==> src/rtl/muldiv_pkg.sv <==
package muldiv_pkg;
  typedef enum logic [1:0] {
    OP_MULS = 2'b00,
    OP_MULU = 2'b01,
    OP_DIVS = 2'b10,
    OP_DIVU = 2'b11
  } md_op_e;
endpackage

==> src/rtl/md_mul_iter.sv <==
module md_mul_iter #(
  parameter int W = 32
) (
  input  logic         clk,
  input  logic         rst_n,
  input  logic         load_i,
  input  logic         step_i,
  input  logic         sgn_i,
  input  logic [W-1:0] a_i,
  input  logic [W-1:0] b_i,
  output logic [W-1:0] hi_o,
  output logic [W-1:0] lo_o
);
  logic [W-1:0]   mcand_q, mcand_d;
  logic [2*W-1:0] acc_q, acc_d, acc_nxt, res;
  logic           neg_q, neg_d;
  logic [W-1:0]   mag_a, mag_b;
  logic [W:0]     upper;

  always_comb begin
    mag_a   = (sgn_i && a_i[W-1]) ? (~a_i + 1'b1) : a_i;
    mag_b   = (sgn_i && b_i[W-1]) ? (~b_i + 1'b1) : b_i;
    upper   = {1'b0, acc_q[2*W-1:W]} + (acc_q[0] ? {1'b0, mcand_q} : '0);
    acc_nxt = {upper, acc_q[W-1:1]};
    res     = neg_q ? (~acc_nxt + 1'b1) : acc_nxt;
    hi_o    = res[2*W-1:W];
    lo_o    = res[W-1:0];
    mcand_d = mcand_q;
    acc_d   = acc_q;
    neg_d   = neg_q;
    if (load_i) begin
      mcand_d = mag_a;
      acc_d   = {{W{1'b0}}, mag_b};
      neg_d   = sgn_i & (a_i[W-1] ^ b_i[W-1]);
    end else if (step_i) begin
      acc_d   = acc_nxt;
    end
  end

  always_ff @(posedge clk or negedge rst_n) begin
    if (!rst_n) begin
      mcand_q <= '0;
      acc_q   <= '0;
      neg_q   <= 1'b0;
    end else if (load_i || step_i) begin
      mcand_q <= mcand_d;
      acc_q   <= acc_d;
      neg_q   <= neg_d;
    end
  end
endmodule

==> src/rtl/md_div_iter.sv <==
module md_div_iter #(
  parameter int W = 32
) (
  input  logic         clk,
  input  logic         rst_n,
  input  logic         load_i,
  input  logic         step_i,
  input  logic         sgn_i,
  input  logic [W-1:0] a_i,
  input  logic [W-1:0] b_i,
  output logic [W-1:0] hi_o,
  output logic [W-1:0] lo_o
);
  logic [W-1:0] dsor_q, dsor_d, quo_q, quo_d, rem_q, rem_d;
  logic         negq_q, negq_d, negr_q, negr_d;
  logic [W-1:0] mag_a, mag_b, rem_nxt, quo_nxt;
  logic [W:0]   part, diff;
  logic         fits;

  always_comb begin
    mag_a   = (sgn_i && a_i[W-1]) ? (~a_i + 1'b1) : a_i;
    mag_b   = (sgn_i && b_i[W-1]) ? (~b_i + 1'b1) : b_i;
    part    = {rem_q, quo_q[W-1]};
    diff    = part - {1'b0, dsor_q};
    fits    = part >= {1'b0, dsor_q};
    rem_nxt = fits ? diff[W-1:0] : part[W-1:0];
    quo_nxt = {quo_q[W-2:0], fits};
    hi_o    = negr_q ? (~rem_nxt + 1'b1) : rem_nxt;
    lo_o    = negq_q ? (~quo_nxt + 1'b1) : quo_nxt;
    dsor_d  = dsor_q;
    quo_d   = quo_q;
    rem_d   = rem_q;
    negq_d  = negq_q;
    negr_d  = negr_q;
    if (load_i) begin
      dsor_d = mag_b;
      quo_d  = mag_a;
      rem_d  = '0;
      negq_d = sgn_i & (a_i[W-1] ^ b_i[W-1]) & (|b_i);
      negr_d = sgn_i & a_i[W-1];
    end else if (step_i) begin
      quo_d  = quo_nxt;
      rem_d  = rem_nxt;
    end
  end

  always_ff @(posedge clk or negedge rst_n) begin
    if (!rst_n) begin
      dsor_q <= '0;
      quo_q  <= '0;
      rem_q  <= '0;
      negq_q <= 1'b0;
      negr_q <= 1'b0;
    end else if (load_i || step_i) begin
      dsor_q <= dsor_d;
      quo_q  <= quo_d;
      rem_q  <= rem_d;
      negq_q <= negq_d;
      negr_q <= negr_d;
    end
  end
endmodule

==> src/rtl/muldiv_hilo.sv <==
module muldiv_hilo
  import muldiv_pkg::*;
#(
  parameter int W = 32
) (
  input  logic         clk,
  input  logic         rst_n,
  input  logic         start_i,
  input  logic [1:0]   op_i,
  input  logic [W-1:0] opa_i,
  input  logic [W-1:0] opb_i,
  input  logic         mt_hi_i,
  input  logic         mt_lo_i,
  input  logic [W-1:0] wdata_i,
  input  logic         mf_req_i,
  input  logic         mf_sel_i,
  output logic [W-1:0] rdata_o,
  output logic         busy_o,
  output logic         stall_o
);
  localparam int CW = $clog2(W);

  md_op_e        op_q, op_d, op_in;
  logic          busy_q, busy_d;
  logic [CW-1:0] cnt_q, cnt_d;
  logic [W-1:0]  hi_q, hi_d, lo_q, lo_d;
  logic          accept, last, step, sgn_in;
  logic [W-1:0]  mul_hi, mul_lo, div_hi, div_lo;

  assign op_in  = md_op_e'(op_i);
  assign sgn_in = (op_in == OP_MULS) || (op_in == OP_DIVS);
  assign accept = start_i & ~busy_q;
  assign step   = busy_q;
  assign last   = busy_q && (cnt_q == CW'(W-1));

  md_mul_iter #(.W(W)) u_mul (
    .clk(clk), .rst_n(rst_n), .load_i(accept), .step_i(step), .sgn_i(sgn_in),
    .a_i(opa_i), .b_i(opb_i), .hi_o(mul_hi), .lo_o(mul_lo)
  );

  md_div_iter #(.W(W)) u_div (
    .clk(clk), .rst_n(rst_n), .load_i(accept), .step_i(step), .sgn_i(sgn_in),
    .a_i(opa_i), .b_i(opb_i), .hi_o(div_hi), .lo_o(div_lo)
  );

  always_comb begin
    busy_d = busy_q;
    cnt_d  = cnt_q;
    op_d   = op_q;
    hi_d   = hi_q;
    lo_d   = lo_q;
    if (accept) begin
      busy_d = 1'b1;
      cnt_d  = '0;
      op_d   = op_in;
    end else if (busy_q) begin
      cnt_d  = cnt_q + 1'b1;
      if (last) busy_d = 1'b0;
    end
    if (last) begin
      hi_d = op_q[1] ? div_hi : mul_hi;
      lo_d = op_q[1] ? div_lo : mul_lo;
    end else if (!busy_q) begin
      if (mt_hi_i) hi_d = wdata_i;
      if (mt_lo_i) lo_d = wdata_i;
    end
  end

  always_ff @(posedge clk or negedge rst_n) begin
    if (!rst_n) begin
      busy_q <= 1'b0;
      cnt_q  <= '0;
      op_q   <= OP_MULS;
      hi_q   <= '0;
      lo_q   <= '0;
    end else begin
      busy_q <= busy_d;
      cnt_q  <= cnt_d;
      op_q   <= op_d;
      hi_q   <= hi_d;
      lo_q   <= lo_d;
    end
  end

  assign rdata_o = mf_sel_i ? hi_q : lo_q;
  assign busy_o  = busy_q;
  assign stall_o = mf_req_i & busy_q;
endmodule

==> config.mk <==
export PLATFORM = sky130hd
export DESIGN_NAME = muldiv_hilo
export DESIGN_NICKNAME = d
export VERILOG_FILES = /design/src/rtl/muldiv_pkg.sv /design/src/rtl/md_mul_iter.sv /design/src/rtl/md_div_iter.sv /design/src/rtl/muldiv_hilo.sv
export SDC_FILE = /design/constraint.sdc
export NUM_CORES = 1
export LEC_CHECK = 0
export ABC_AREA = 1
export CAP_MARGIN = 5
export CORE_UTILIZATION = 25
export DETAILED_ROUTE_END_ITERATION = 10
export SYNTH_ARGS = -nofsm -noshare
export SYNTH_HDL_FRONTEND = slang
export SYNTH_SLANG_ARGS = --single-unit
==> constraint.sdc <==
create_clock -name clk -period 6.2 [get_ports clk]
set_input_delay 0.93 -clock clk [delete_from_list [all_inputs] [get_ports clk]]
set_output_delay 0.93 -clock clk [all_outputs]
set_load 0.02 [all_outputs]
==> results of run 1 <==
-- logic make-up after synthesis --
logic type	count (synthesis)	synth area share
AOI/OAI and AO/OA	706	0.1882
xor gates and xnor gates	44	0.01783
adders and majority gates	73	0.04295
buffers and inverters	610	0.1093
DFF	266	0.3080
muxes	5	0.002605
and+or+nand+nor	1659	0.3311
-- cell type report --
cell class | instances | area (um2) | share of cell area
Multi-Input combinational cell | 2487 | 12610 | 0.4989
Antenna cell | 4 | 10.01 | 0.0003961
Clock buffer | 42 | 867.1 | 0.03431
Clock inverter | 12 | 229.0 | 0.009060
Timing Repair Buffer | 169 | 1627 | 0.06436
Sequential cell | 266 | 6658 | 0.2634
Inverter | 489 | 1842 | 0.07288
Tap cell | 1144 | 1431 | 0.05664
-- cell usage after synthesis, types with 15 or more instances --
cell / n
a21o_1: 15
a21oi_1: 168
a22oi_1: 26
a31oi_1: 19
clkbuf_1: 96
dfrtp_1: 266
ha_1: 71
inv_1: 466
inv_2: 19
nand2_1: 926
nand2_2: 28
nand3_1: 227
nand3b_1: 19
nand4_1: 31
nor2_1: 295
nor2_2: 21
nor3_1: 58
o211ai_1: 24
o21ai_0: 321
o21ai_1: 18
o221ai_1: 47
o22ai_1: 28
xor2_1: 30
-- placed cells by master, fill, tap and decap left out, types with 6 or more instances in the layout --
| master | Yosys | layout |
|---|---|---|
| buf_4 | 1 | 30 |
| nor2_1 | 295 | 294 |
| nand3_1 | 227 | 227 |
| xor2_1 | 30 | 30 |
| nand4_1 | 31 | 31 |
| nor3_2 | 7 | 7 |
| xnor2_1 | 14 | 14 |
| a21o_1 | 15 | 15 |
| o21ai_1 | 18 | 18 |
| a31oi_1 | 19 | 19 |
| bufinv_16 | 0 | 6 |
| nand2_1 | 926 | 925 |
| clkbuf_1 | 96 | 6 |
| inv_1 | 466 | 463 |
| nand3b_1 | 19 | 19 |
| o22ai_1 | 28 | 28 |
| o21ai_0 | 321 | 321 |
| o211ai_1 | 24 | 24 |
| nor2_4 | 11 | 12 |
| dfrtp_1 | 266 | 265 |
| nand2_2 | 28 | 28 |
| inv_2 | 19 | 21 |
| o31ai_1 | 7 | 7 |
| clkdlybuf4s50_1 | 0 | 136 |
| nor3_1 | 58 | 58 |
| nor2_2 | 21 | 21 |
| nand2_4 | 8 | 9 |
| o221ai_1 | 47 | 47 |
| o21ai_2 | 10 | 10 |
| a22oi_1 | 26 | 26 |
| a21oi_1 | 168 | 168 |
| clkbuf_16 | 0 | 31 |
| o21bai_1 | 6 | 6 |
| ha_1 | 71 | 71 |
| nor4_1 | 10 | 10 |
-- path summary, 6_finish.rpt --
path | from | endpoint | cells after the start
hold reg to reg | u_mul.mcand_q[25] | u_mul.mcand_q[25] | 2
setup / recovery | u_div.rem_q[10] | lo_q[28] | 22
min in group clk | u_mul.mcand_q[25] | u_mul.mcand_q[25] | 2
max in group asynchronous | rst_n | u_div.dsor_q[16] | 2
hold / removal | rst_n | lo_q[11] | 1
setup reg to reg | u_div.rem_q[10] | lo_q[28] | 22
-- registers in the layout, summed over array words and instances, names as in the netlist --
name,count
hi_q,32
u_mul.neg_q,1
cnt_q,5
u_mul.mcand_q,32
u_mul.acc_q,64
u_div.negq_q,1
u_div.rem_q,32
op_q,1
u_div.negr_q,1
busy_o,1
lo_q,32
u_div.dsor_q,32
u_div.quo_q,32
-- through the flow --
stage | cell area (um2) | setup WS [ns] | power (mW) | utilization
final | 25270 | 1.765 | 17.42 | 0.2959
after global routing | 25260 | 1.306 | 18.70 | 0.2958
after CTS | 25260 | 1.829 | 17.22 | 0.2958
after detailed placement | 24170 | 1.856 | 15.14 | 0.2829
after global placement | 24170 | 1.946 | 15.09 | 0.2829
after floorplan | 21610 | 2.671 | 11.12 | -
-- layer usage --
metal,vias up,wire length (um),GRT usage
met2,860,40980,0.3262
met4,12,2609,0.05934
met1,10995,41970,0.2929
met3,111,6783,0.02706
met5,-,57,0
li1,11177,-,-
-- where the power goes --
group	internal [mW]	total (mW)	switching [mW]
Clock	1.22	2.03	0.808
Sequential	2.66	3.32	0.658
Combinational	3.50	12.1	8.57
==> qor.csv, run 1 <==
metric;value;unit
status;finished, final reports clean;
slowest CP cell;nor4_1;
die area;0.08764;mm2
layout cells sized above 1;0.06089;
Post-CTS Resized;0;
Initial Util;0.2531;
type of origin of the critical path;flip-flop;
Async SR Flop Fraction;1.000;
Area contributors post-synth;dfrtp_1 31%, nand2_1 16%, inv_1 8.1%;
Avg Vias per Cell;5.020;
Yosys top cell by area;dfrtp_1;
CTS Buf Count;31;
Synth Cell Area;0.02161;mm2
final wirelength;92.41;mm
Wirelength per Cell;20.03;um
Setup-failing EPs final;0;
slowest cell delay on critical path;0.43;ns
Yosys top cell area share;0.3080;
CP Data Required Time;6.64;ns
library cells used by synthesis;57;
DRC viols;0;
worst-skew pair later-pin latency;0.61;ns
Least-Margin Pin Slew;1.271;ns
Total Nets Final;3622;
Setup CP Type;reg -> reg;
yosys warns;0;
# IOs;139;
HP Class;in -> async;
Slew Limit Headroom;0.1435;
Top delay family on crit path;simple AND/OR/NAND/NOR gates;
CTS tree;built;
f_max;225.5;MHz
final critical-path required period;4.435;ns
hold slack final;0.3395;ns
max-slew violations;0;
Area Growth Syn to Fin;16.93;%
Syn Nets;3541;
power density over the cells;689.2;mW/mm2
remaining antenna violation count;0;
die width;296.0;um
largest net degree at the start of global routing;108;
Placed Cells;4555;
post-synthesis sequential area ratio;0.3080;
Post-synth EDFFs;0;
vias in the first global route;21510;
die extent in y;296.0;um
Mean Syn Cell Area;6.427;um2
total number of vias;23155;
overall routing resource usage;0.2068;
crit path max fanout;18;
Lkg Pwr;12.12;nW
Setup Total Neg Slack;0;ns
core area;0.08541;mm2
final period utilization;0.7153;
Final Hold Fails;0;
final clock skew;0.01750;ns
PortBufs;138;
CTS clk-pin slew, worst paths;0.07;ns
post-synthesis cell count;3363;
unrepaired setup endpoints after global routing;no;
WP buf/inv;3;
Cell Chain, Critical Path;ha_1 -> nand2_1 -> inv_1 -> a21oi_1 -> o21bai_1 -> inv_2 -> nand2_2 -> nand2_4 -> nand2_4 -> inv_6 -> ha_1 -> nand2_1 -> nor2_1 -> nand3_1 -> nor4_1 -> nand2_1 -> o21ai_0 -> o21ai_0 -> o21ai_0 -> o21ai_0 -> nand2_1 -> o221ai_1;
Placer Congestion;0.9726;
CTS sink count;266;
Main synth FF type;dfrtp_1;
Yosys reg bits;266;
global-route wire length before repair;137.0;mm
htree depth;1;
row count;107;
CP arrival;4.88;ns
R2R Setup Slk;1.77;ns
postcts setup bufs;0;
DR iter-0 viols;2414;
clock root buffer;clkbuf_16;
Post-CTS Hold Buffers;0;
worst vdd ir;0.3795;mV
maxcap violations;0;
initial antenna violation count;11;
Crit. End Element;flip-flop;
# fillers;9547;
CTS max path bufs;3;
Finished Layout Cells;4613;
first-pass iteration count of the detailed router;6;
hpwl dp;73.54;mm
remaining global-route overflow;0;
No activity file was read; power rests on OpenSTA's default activity.
==> run 2: changes to the inputs <==
==> constraint.sdc (replaced) <==
create_clock -name clk -period 3.65 [get_ports clk]
set_input_delay 0.5475 -clock clk [delete_from_list [all_inputs] [get_ports clk]]
set_output_delay 0.5475 -clock clk [all_outputs]
set_load 0.02 [all_outputs]
==> qor.csv, run 2 (synthesized netlist as in run 1, its figures left out) <==
metric;value;unit
clock power share;0.098;
Slew Limit Headroom;0.3710;
failing checks;hold timing;
CTS tree;built;
PortBufs;138;
Switch Pwr;18.68;mW
power density over the cells;1240;mW/mm2
global-route wire length before repair;142.2;mm
fin util;0.3413;
maxcap violations;0;
Lkg Pwr;14.01;nW
vias in the first global route;22928;
Switching Fraction;0.5168;
Placed Cells;4904;
CTS sink count;266;
Initial Util;0.2531;
Area Growth Syn to Fin;34.85;%
CTS Buf Count;34;
Least-Margin Pin Slew;0.9435;ns
initial antenna violation count;15;
die extent in y;296.0;um
worst vdd ir;0.5493;mV
Top delay family on crit path;simple AND/OR/NAND/NOR gates;
status;finished with violations;
HP Class;in -> async;
row count;107;
Total Nets Final;3989;
clock root buffer;clkbuf_16;
DRC viols;0;
die width;296.0;um
total number of vias;24555;
Gate power share;0.745;
Placement Cell Area;0.02687;mm2
WP buf/inv;4;
CP Launch Point;u_div.dsor_q[22];
Biggest register;u_mul.acc_q;
overall routing resource usage;0.2144;
most common cell after layout, fill and taps aside;nand2_1;
crit path max fanout;4;
Int Power;17.46;mW
Crit. End Element;flip-flop;
DR iter-0 viols;2321;
final period utilization;0.9742;
R2R Setup Slk;0.09;ns
core area;0.08541;mm2
sequential share of power;0.157;
R2R Path End;lo_q[30];
remaining antenna violation count;0;
slowest CP cell;dfrtp_1;
Critical R2R Launch;u_div.dsor_q[22];
hpwl dp;76.11;mm
CTS clk-pin slew, worst paths;0.06;ns
Final Hold Fails;1;
Placer Congestion;1.004;
first-pass iteration count of the detailed router;5;
CTS max path bufs;3;
Setup Total Neg Slack;0;ns
hold slack final;-0.004522;ns
worst-skew pair later-pin latency;0.56;ns
layout cells sized above 1;0.1947;
CP arrival;4.02;ns
remaining global-route overflow;0;
Post-CTS Hold Buffers;0;
final critical-path required period;3.556;ns
CP Data Required Time;4.11;ns
htree depth;2;
most frequent cells in the layout;892 x nand2_1, 455 x inv_1, 381 x buf_4;
final wirelength;96.11;mm
pre-CTS WS;-0.2277;ns
# IOs;139;
power consumption;36.14;mW
f_max;281.2;MHz
Setup CP Type;reg -> reg;
final worst slack;0.09399;ns
max-slew violations;0;
Avg Vias per Cell;4.928;
final clock skew;0.01665;ns
cell area after layout;0.02915;mm2
Setup-failing EPs final;0;
largest net degree at the start of global routing;96;
max FFs per register;64;
Finished Layout Cells;4983;
Wirelength per Cell;19.29;um
slowest cell delay on critical path;0.36;ns
type of origin of the critical path;flip-flop;
die area;0.08764;mm2
most numerous cell on the critical path;nand2_1;
R2R cell count;26;
-- run 2: timing repair --
item,CTS,global route
setup buffers,5,8
cloned,0,2
pin swaps,2,35
gates resized for setup,18,190
hold endpoints to repair,0,0
endpoints found under the setup margin,24,40
-- run 2: final cells by class --
class                      count  area, um2
inverter                     489       1842
multi-input combinational   2487      13550
clock buffer                  45      963.4
tap                         1144       1431
fill                        9333      56270
sequential                   266       6659
antenna                        3      7.507
clock inverter                16      182.7
timing repair buffer         533       4513
-- run 2: layer usage --
layer | wire [um] | vias up | part of all wire | GRT usage
met5 | 118 | - | 0.0012 | 0
met4 | 2696 | 18 | 0.028 | 0.06349
met3 | 7374 | 146 | 0.077 | 0.03313
met2 | 43270 | 891 | 0.45 | 0.3427
met1 | 42660 | 11578 | 0.44 | 0.2961
li1 | - | 11922 | - | -
-- run 2: worst max path at each step --
| stage | endpoint | cells past startpoint |
|---|---|---|
| after global placement | u_div.dsor_q[28] | 15 |
| final | lo_q[30] | 26 |
| after detailed placement | u_div.dsor_q[28] | 15 |
| after floorplan | lo_q[28] | 25 |
| after CTS | hi_q[17] | 21 |
| after global routing | lo_q[30] | 28 |
-- run 2: power groups by stage --
stage,Combinational (mW),Sequential (mW),Clock [mW]
2_1_floorplan,13.6,5.24,0
3_3_place_gp,24.6,5.56,0
3_5_place_dp,24.7,5.58,0
4_1_cts,25.0,5.55,3.60
5_1_grt,29.2,5.84,3.68
6_report,26.9,5.69,3.55
-- run 2: worst reg2reg max path: stages, from the launching register on --
cell and delay (ns):
dfrtp_1 0.36, inv_1 0.12, ha_4 0.23, nand2_1 0.08
nand2_1 0.08, a21oi_2 0.16, nand2_1 0.11, nand2_1 0.07
nand2_1 0.08, nor2_4 0.15, nand2_4 0.13, inv_6 0.10
ha_4 0.13, nand2_2 0.08, nor2_4 0.11, nand3_2 0.09
nor4_2 0.24, buf_4 0.18, a41oi_4 0.10, nor2_2 0.16
nand2_1 0.08, a21oi_1 0.16, o21ai_1 0.09, buf_4 0.14
o21ai_0 0.07, nand2_1 0.08, o221ai_1 0.09
